`src/rtl/srb_pkg.sv`:
```
package srb_pkg;
    localparam int WORD_W    = 16;
    localparam int CHAR_W    = 8;
    localparam int LID_W     = 2;                 // line tag width in a word
    localparam int ENT_W     = WORD_W - 1;        // valid bit is not stored
    localparam int LP_W      = 13;
    localparam int LSEL_W    = 3;                 // line select in a parameter write
    // parameter write field positions
    localparam int LP_SIZE_LSB = 3;
    localparam int LP_STOP_BIT = 5;
    localparam int LP_PEN_BIT  = 6;
    localparam int LP_ODD_BIT  = 7;
    localparam int LP_BAUD_LSB = 8;
    localparam int LP_RXEN_BIT = 12;

    typedef enum logic [0:0] {
        OVR_CLEAN = 1'b0,
        OVR_LOST  = 1'b1
    } ovr_state_e;
endpackage

```
`src/rtl/srb_line_cfg.sv`:
```
module srb_line_cfg
    import srb_pkg::*;
#(
    parameter int N_LINES = 4
) (
    input  logic                 clk,
    input  logic                 rst_n,
    input  logic                 lp_wr,
    input  logic [LP_W-1:0]      lp_data,
    output logic [2*N_LINES-1:0] cfg_size,
    output logic [N_LINES-1:0]   cfg_stop,
    output logic [N_LINES-1:0]   cfg_pen,
    output logic [N_LINES-1:0]   cfg_odd,
    output logic [4*N_LINES-1:0] cfg_baud,
    output logic [N_LINES-1:0]   cfg_rxen
);
    for (genvar i = 0; i < N_LINES; i++) begin : g_line
        logic hit;
        assign hit = lp_wr && (lp_data[LSEL_W-1:0] == LSEL_W'(i));

        always_ff @(posedge clk) begin
            if (!rst_n) begin
                cfg_size[2*i +: 2] <= 2'b11;
                cfg_stop[i]        <= 1'b0;
                cfg_pen[i]         <= 1'b0;
                cfg_odd[i]         <= 1'b0;
                cfg_baud[4*i +: 4] <= 4'h0;
                cfg_rxen[i]        <= 1'b0;
            end else if (hit) begin
                cfg_size[2*i +: 2] <= lp_data[LP_SIZE_LSB +: 2];
                cfg_stop[i]        <= lp_data[LP_STOP_BIT];
                cfg_pen[i]         <= lp_data[LP_PEN_BIT];
                cfg_odd[i]         <= lp_data[LP_ODD_BIT];
                cfg_baud[4*i +: 4] <= lp_data[LP_BAUD_LSB +: 4];
                cfg_rxen[i]        <= lp_data[LP_RXEN_BIT];
            end
        end
    end
endmodule

```
`src/rtl/srb_arbiter.sv`:
```
module srb_arbiter #(
    parameter int N_LINES = 4,
    parameter int CNT_W   = 5
) (
    input  logic [N_LINES-1:0]       want,
    input  logic [CNT_W-1:0]         space,
    output logic [N_LINES-1:0]       acc,
    output logic [N_LINES-1:0]       first,
    output logic [N_LINES*CNT_W-1:0] off_flat,
    output logic [CNT_W-1:0]         n_acc,
    output logic                     drop_any
);
    always_comb begin
        logic [CNT_W-1:0] run;
        logic             seen;
        run      = '0;
        seen     = 1'b0;
        acc      = '0;
        first    = '0;
        off_flat = '0;
        n_acc    = '0;
        for (int i = 0; i < N_LINES; i++) begin
            off_flat[i*CNT_W +: CNT_W] = run;
            if (want[i]) begin
                if (run < space) begin
                    acc[i] = 1'b1;
                    n_acc  = n_acc + 1'b1;
                    if (!seen) first[i] = 1'b1;
                    seen = 1'b1;
                end
                run = run + 1'b1;
            end
        end
        drop_any = |(want & ~acc);
    end
endmodule

```
`src/rtl/srb_fifo.sv`:
```
module srb_fifo #(
    parameter int DEPTH   = 16,
    parameter int N_LINES = 4,
    parameter int ENT_W   = 15,
    parameter int CNT_W   = 5
) (
    input  logic                     clk,
    input  logic                     rst_n,
    input  logic [N_LINES-1:0]       push,
    input  logic [N_LINES*CNT_W-1:0] off_flat,
    input  logic [N_LINES*ENT_W-1:0] ent_flat,
    input  logic [CNT_W-1:0]         n_push,
    input  logic                     pop,
    output logic [ENT_W-1:0]         head,
    output logic [CNT_W-1:0]         level
);
    localparam int AW = $clog2(DEPTH);

    logic [ENT_W-1:0] mem [DEPTH];
    logic [AW-1:0]    wr_ptr;
    logic [AW-1:0]    rd_ptr;
    logic [AW-1:0]    wr_idx [N_LINES];
    logic             pop_ok;

    assign pop_ok = pop && (level != '0);
    assign head   = mem[rd_ptr];

    always_comb begin
        for (int i = 0; i < N_LINES; i++)
            wr_idx[i] = wr_ptr + off_flat[i*CNT_W +: AW];
    end

    always_ff @(posedge clk) begin
        for (int i = 0; i < N_LINES; i++)
            if (push[i]) mem[wr_idx[i]] <= ent_flat[i*ENT_W +: ENT_W];
    end

    always_ff @(posedge clk) begin
        if (!rst_n) begin
            wr_ptr <= '0;
            rd_ptr <= '0;
            level  <= '0;
        end else begin
            wr_ptr <= wr_ptr + n_push[AW-1:0];
            rd_ptr <= rd_ptr + AW'(pop_ok);
            level  <= level + n_push - CNT_W'(pop_ok);
        end
    end
endmodule

```
`src/rtl/tagged_rx_buffer.sv`:
```
module tagged_rx_buffer
    import srb_pkg::*;
#(
    parameter int N_LINES = 4,
    parameter int DEPTH   = 16
) (
    input  logic                        clk,
    input  logic                        rst_n,
    input  logic [N_LINES-1:0]          ln_stb,
    input  logic [N_LINES*CHAR_W-1:0]   ln_char,
    input  logic [N_LINES-1:0]          ln_ferr,
    input  logic [N_LINES-1:0]          ln_perr,
    input  logic                        lp_wr,
    input  logic [LP_W-1:0]             lp_data,
    input  logic                        rd_en,
    input  logic                        rie,
    output logic [WORD_W-1:0]           rd_data,
    output logic                        rx_done,
    output logic                        rx_irq,
    output logic [2*N_LINES-1:0]        line_size,
    output logic [N_LINES-1:0]          line_stop,
    output logic [N_LINES-1:0]          line_par_en,
    output logic [N_LINES-1:0]          line_par_odd,
    output logic [4*N_LINES-1:0]        line_baud,
    output logic [N_LINES-1:0]          line_rxen
);
    localparam int CNT_W = $clog2(DEPTH + 1);

    logic [N_LINES-1:0]       want, acc, first;
    logic [N_LINES*CNT_W-1:0] off_flat;
    logic [N_LINES*ENT_W-1:0] ent_flat;
    logic [CNT_W-1:0]         n_acc, fill_lvl, space;
    logic [ENT_W-1:0]         head;
    logic                     drop_any;
    logic                     mark_en;
    ovr_state_e               ovr_q, ovr_d;

    srb_line_cfg #(.N_LINES(N_LINES)) u_cfg (
        .clk(clk), .rst_n(rst_n), .lp_wr(lp_wr), .lp_data(lp_data),
        .cfg_size(line_size), .cfg_stop(line_stop), .cfg_pen(line_par_en),
        .cfg_odd(line_par_odd), .cfg_baud(line_baud), .cfg_rxen(line_rxen)
    );

    assign want  = ln_stb & line_rxen;
    assign space = CNT_W'(DEPTH) - fill_lvl;

    srb_arbiter #(.N_LINES(N_LINES), .CNT_W(CNT_W)) u_arb (
        .want(want), .space(space), .acc(acc), .first(first),
        .off_flat(off_flat), .n_acc(n_acc), .drop_any(drop_any)
    );

    // overrun tracker: state register
    always_ff @(posedge clk) begin
        if (!rst_n) ovr_q <= OVR_CLEAN;
        else        ovr_q <= ovr_d;
    end

    // overrun tracker: transitions and marking output
    always_comb begin
        ovr_d   = ovr_q;
        mark_en = 1'b0;
        unique case (ovr_q)
            OVR_CLEAN: begin
                if (drop_any) ovr_d = OVR_LOST;
            end
            OVR_LOST: begin
                mark_en = 1'b1;
                if (drop_any)      ovr_d = OVR_LOST;
                else if (|acc)     ovr_d = OVR_CLEAN;
            end
            default: ovr_d = OVR_CLEAN;
        endcase
    end

    for (genvar i = 0; i < N_LINES; i++) begin : g_ent
        assign ent_flat[i*ENT_W +: ENT_W] = {
            mark_en & first[i], ln_ferr[i], ln_perr[i], 2'b00,
            LID_W'(i), ln_char[i*CHAR_W +: CHAR_W]
        };
    end

    srb_fifo #(.DEPTH(DEPTH), .N_LINES(N_LINES), .ENT_W(ENT_W), .CNT_W(CNT_W)) u_fifo (
        .clk(clk), .rst_n(rst_n), .push(acc), .off_flat(off_flat),
        .ent_flat(ent_flat), .n_push(n_acc), .pop(rd_en),
        .head(head), .level(fill_lvl)
    );

    assign rx_done = (fill_lvl != '0);
    assign rd_data = rx_done ? {1'b1, head} : '0;
    assign rx_irq  = rx_done & rie;
endmodule

```
`config.mk`:
```
export PLATFORM = sky130hd
export DESIGN_NAME = tagged_rx_buffer
export DESIGN_NICKNAME = d
export VERILOG_FILES = /design/src/rtl/srb_pkg.sv /design/src/rtl/srb_line_cfg.sv /design/src/rtl/srb_arbiter.sv /design/src/rtl/srb_fifo.sv /design/src/rtl/tagged_rx_buffer.sv
export SDC_FILE = /design/constraint.sdc
export NUM_CORES = 1
export LEC_CHECK = 0
export ABC_AREA = 1
export BUFFER_PORTS_ARGS = -buffer_cell sky130_fd_sc_hd__buf_2
export CELL_PAD_IN_SITES_DETAIL_PLACEMENT = 1
export CELL_PAD_IN_SITES_GLOBAL_PLACEMENT = 1
export CORE_AREA = 2 2 285 287
export DETAILED_ROUTE_END_ITERATION = 8
export DIE_AREA = 0 0 287 289
export GPL_TIMING_DRIVEN = 0
export PLACE_DENSITY = 0.65
export SYNTH_ARGS = -nofsm -noshare
export SYNTH_HDL_FRONTEND = slang
export SYNTH_HIERARCHICAL = 1
export SYNTH_SLANG_ARGS = --single-unit
```
`constraint.sdc`:
```
create_clock -name clk -period 3.21 [get_ports clk]
set_input_delay 0 -clock clk [delete_from_list [all_inputs] [get_ports clk]]
set_output_delay 0 -clock clk [all_outputs]
set_load 0.005 [all_outputs]
```
Word level (Yosys, flattened, before mapping)
Memories as Yosys holds them, arrays and structs flattened. A register that Yosys moved wholly into a read port is not among the register bits.
Cells that the tools add are included.
{ "totals": {"reg_bits": 54, "ram_bits": 208, "mem_count": 1, "in_bits": 62, "wordCells": 114, "out_inout_bits": 58} }
{ "op_classes": {"n_mux": 47, "addsub": 13, "n_eq_ne": 3, "bitwise_logic": 9, "reduce_logical": 9, "magnitude_cmp": 4} }
{ "memory_table": {"columns": ["name", "depth", "word_bits", "rd", "rd_clocked_by_memory_dff", "write_ports", "line", "rtl"], "rows": [
  ["u_fifo.mem", 16, 13, 1, 1, 4, "srb_fifo.sv:19", "logic [ENT_W-1:0] mem [DEPTH];"]
]} }
{ "ops": {"columns": ["operator", "n"], "rows": [
  ["5-bit 2-to-1 mux", 9],
  ["1-bit 2-to-1 mux", 35],
  ["5-bit by 1-bit adder with 5-bit output, second input constant", 4],
  ["16-bit 2-to-1 mux", 1],
  ["4-bit adder", 3],
  ["5-bit < comparator", 2],
  ["4-bit by 1-bit adder with 4-bit output", 2],
  ["4-bit bitwise AND", 2],
  ["4-bit OR reduction", 2],
  ["3-bit by 2-bit equality test with 1-bit output, second input constant", 2],
  ["5-bit adder", 1],
  ["1-bit bitwise AND", 5],
  ["1-bit logical AND", 5],
  ["1-bit by 5-bit < comparator with 1-bit output", 1],
  ["1-bit by 5-bit < comparator with 1-bit output, first input constant", 1],
  ["5-bit nonzero test", 1],
  ["5-bit by 1-bit subtractor with 5-bit output", 1],
  ["5-bit subtractor, first input constant", 1],
  ["4-bit 2-to-1 mux", 1],
  ["4-bit NOT", 1],
  ["3-bit by 1-bit equality test with 1-bit output, second input constant", 1],
  ["3-bit logical NOT", 1],
  ["1-bit by 1-bit adder with 2-bit output, second input constant", 1],
  ["1-bit one-hot mux with 2 select lines", 1],
  ["1-bit NOT", 1]
]} }

Longest topological paths before layout
{ "logic_depth": {"depth_word": 15, "depth_mapped": 25} }

Cells and area by module
Netlist, hierarchy kept.
{ "by_module_without_submodules": {"columns": ["module", "area_per_inst_um2", "n_inst", "cells_each", "seq_area_each_um2"], "rows": [
  ["srb_fifo", 21948.6, 1, 3350, 7467.2],
  ["srb_line_cfg", 1611.5, 1, 229, 800.8],
  ["srb_arbiter", 618.1, 1, 110, 0.0],
  ["tagged_rx_buffer", 365.4, 1, 76, 20.0]
]} }

Worst setup path after synthesis
Ideal clock, no wire load.
{ "synth_path": {"kind": "reg-to-reg", "startpoint": "register u_cfg.cfg_rxen[0]", "endpoint": "memory u_fifo/mem[8][0] (netlist bit), enable pin", "t_required_ps": 2835, "slack_ps": -367, "setup_ps": 375, "t_arrival_ps": 3202, "path_stages_with_launch": 18, "path_cell_list": "dfxtp_1 > nand2_1 > inv_1 > inv_1 > ha_1 > nand2_1 > nor2_1 > ha_1 > nand2_1 > inv_1 > o21ai_1 > nand3_4 > clkinv_2 > inv_1 > nor3_2 > nand3_1 > clkbuf_1 > nand4_1"} }
{ "synth_rtl": {"columns": ["element", "line", "rtl"], "rows": [
  ["start, declared", "srb_line_cfg.sv:15", "output logic [N_LINES-1:0] cfg_rxen"],
  ["start signal, assigned by index", "srb_line_cfg.sv:35", "cfg_rxen[i] <= lp_data[LP_RXEN_BIT];"],
  ["end, declared", "srb_fifo.sv:19", null]
]} }

==> reports/results.ini <==
[layout]
layout_commonest_cell=nand2_1
final_cells=5352
syn_to_final_growth_pct=45.3
layout.nets=4366
final_cell_mix=nand2_1, nand3_1, inv_1
antenna-diode-count=0
layout-drive-gt1-share=0.329
regArea_sq_mm=0.00830
fillerInstances=9886
finalCoreUtilization=0.446
multi_input_area_sq_mm=0.0163

[die]
die_y_um=289
coreArea_sq_mm=0.0799
ioPinCount=120
die_w_um=287
row_count=104
start_util=0.307
dieArea_sq_mm=0.0829

[route]
wl_per_cell_um=28.1
ant_nets=0
routed_wl_um=151000
firstDrtPassIters=6
drc=0
detail_route.iter0.violations=3869
vias=30600
vias_per_cell=5.72

[worst_setup_path]
arrival_ns=3.81
cp.required_ns=3.46
worstSetupPathType=reg2reg
crit_path_end_kind=flop
cp_max_fo=8
cp-start-kind=flop

[clock_network]
cts.htree.levels=2
clk_pin_slew_ns=0.06
cts_buffers=37
clkLatencyLatePin_ns=0.59
cts_root_buffer=clkbuf_16
cts_tree=built
clockBufferDepth=3
clock_sinks=294

[placement]
dp.cells=4969
hpwl_um=106000
gp_congestion=0.982
io_buffers=93

[grt]
antenna_found_initial=4
grt_use_total=0.327
grt_max_degree=16
grt_pass1_wl_um=195000
overflow=0
grt_pass1_vias=27400

[sta]
finalMaxSlewViolations=0
slew-limit-headroom=0.0102
final.setup_skew_ns=0.0263
fin_crit_sh=1.11
hold_violations=0
fin_ws_ns=-0.353
max_freq_mhz=281
rsz0062_at_grt=true
tightestPinTransition_ns=1.48
fin_crit_ns=3.56
setup_viol=487

[status]
violations=setup timing
status=finished with violations

[synthesis]
netlist_area_sq_mm=0.0245
syn-mean-instance-area_sq_um=6.52
yosysWarnings=6
synthCells=3761

[pwr]
ir_worst_vdd_v=0.000681
p_leak_uw=0.0160
power_density_mw_per_mm2=396

[job]
maxCapViolCount=0

[worst_hold_path]
hold_path_class=in2reg

## sequential cells by signal, indices dropped and copies added, names as in the netlist
name,cells
ovr_q,1
u_fifo/level,5
u_cfg/cfg_rxen,4
u_cfg/cfg_stop,4
u_cfg/cfg_pen,4
u_cfg/cfg_size,8
u_fifo/mem,240
u_fifo/wr_ptr,4
u_fifo/rd_ptr,4
u_cfg/cfg_odd,4
u_cfg/cfg_baud,16
## critical path: stages (launching register included)
cell        delay (ns)
dfxtp_2           0.33
nand2_2           0.07
clkinv_4          0.08
inv_4             0.04
ha_4              0.30
inv_2             0.06
nand2_2           0.08
nand2_1           0.08
ha_2              0.21
fa_2              0.63
inv_2             0.08
nor3_4            0.20
buf_6             0.15
nand3_4           0.18
nand2_4           0.14
clkinvlp_4        0.27
nand3_4           0.27
## repair_timing
| item | in CTS | in global routing |
|---|---|---|
| hold endpoints to repair | 70 | 0 |
| buffers inserted | 101 | 138 |
| pin swaps | 72 | 308 |
| hold buffers | 32 | 0 |
| gates cloned | 14 | 39 |
| setup endpoints to repair | 500 | 493 |
| gates resized for setup | 426 | 1103 |
## where the power goes
group          leakage (uW)  switching, uW  total, uW  internal, uW
Sequential          0.00262           82.5       4300          4220
Clock              0.000598           1850       4370          2520
Combinational        0.0128           3550       5430          1880
Total                0.0160           5480      14100          8620
## per-layer routing
metal,GRT usage,vias up,routed length (um)
met3,0.0769,399,17500
li1,-,13400,-
met4,0.133,2,7970
met5,0,-,20
met1,0.451,15100,61100
met2,0.492,1780,63900
## through the flow
stage	hold slack, ns	setup TNS [ns]	total power [uW]	area, sq um	setup WS, ns
after floorplan	0.0669	-5.27	6840	24900	-0.0900
after global placement	0.268	-401.99	8450	26700	-1.49
after detailed placement	0.275	-423.58	8510	26700	-1.49
after CTS	0.00594	-30.18	13300	30800	-0.216
after global routing	0.0226	-139.26	14600	35600	-0.440
final	0.00117	-86.32	14100	35600	-0.353
## path summary, 6_finish.rpt
path                                        start                 to  slack [ns]  cells after the start
worst max-delay path            u_cfg/cfg_rxen[0]  u_fifo/mem[14][7]       -0.35                     16
worst min-delay path                  ln_char[18]   u_fifo/mem[9][2]       0.001                      5
worst max register to register  u_cfg/cfg_rxen[0]  u_fifo/mem[14][7]       -0.35                     16
worst min register to register  u_cfg/cfg_size[6]  u_cfg/cfg_size[6]        0.45                      2
## cell type report
type / count / share of cell area
well taps: 1060 / 0.0372
clock inverters: 22 / 0.00650
multi-input cells: 2706 / 0.458
clock buffers: 45 / 0.0277
plain buffers: 360 / 0.0689
inverters: 467 / 0.0553
repair buffers: 398 / 0.113
flip-flops and latches: 294 / 0.233
No activity file was read; power rests on OpenSTA's default activity.
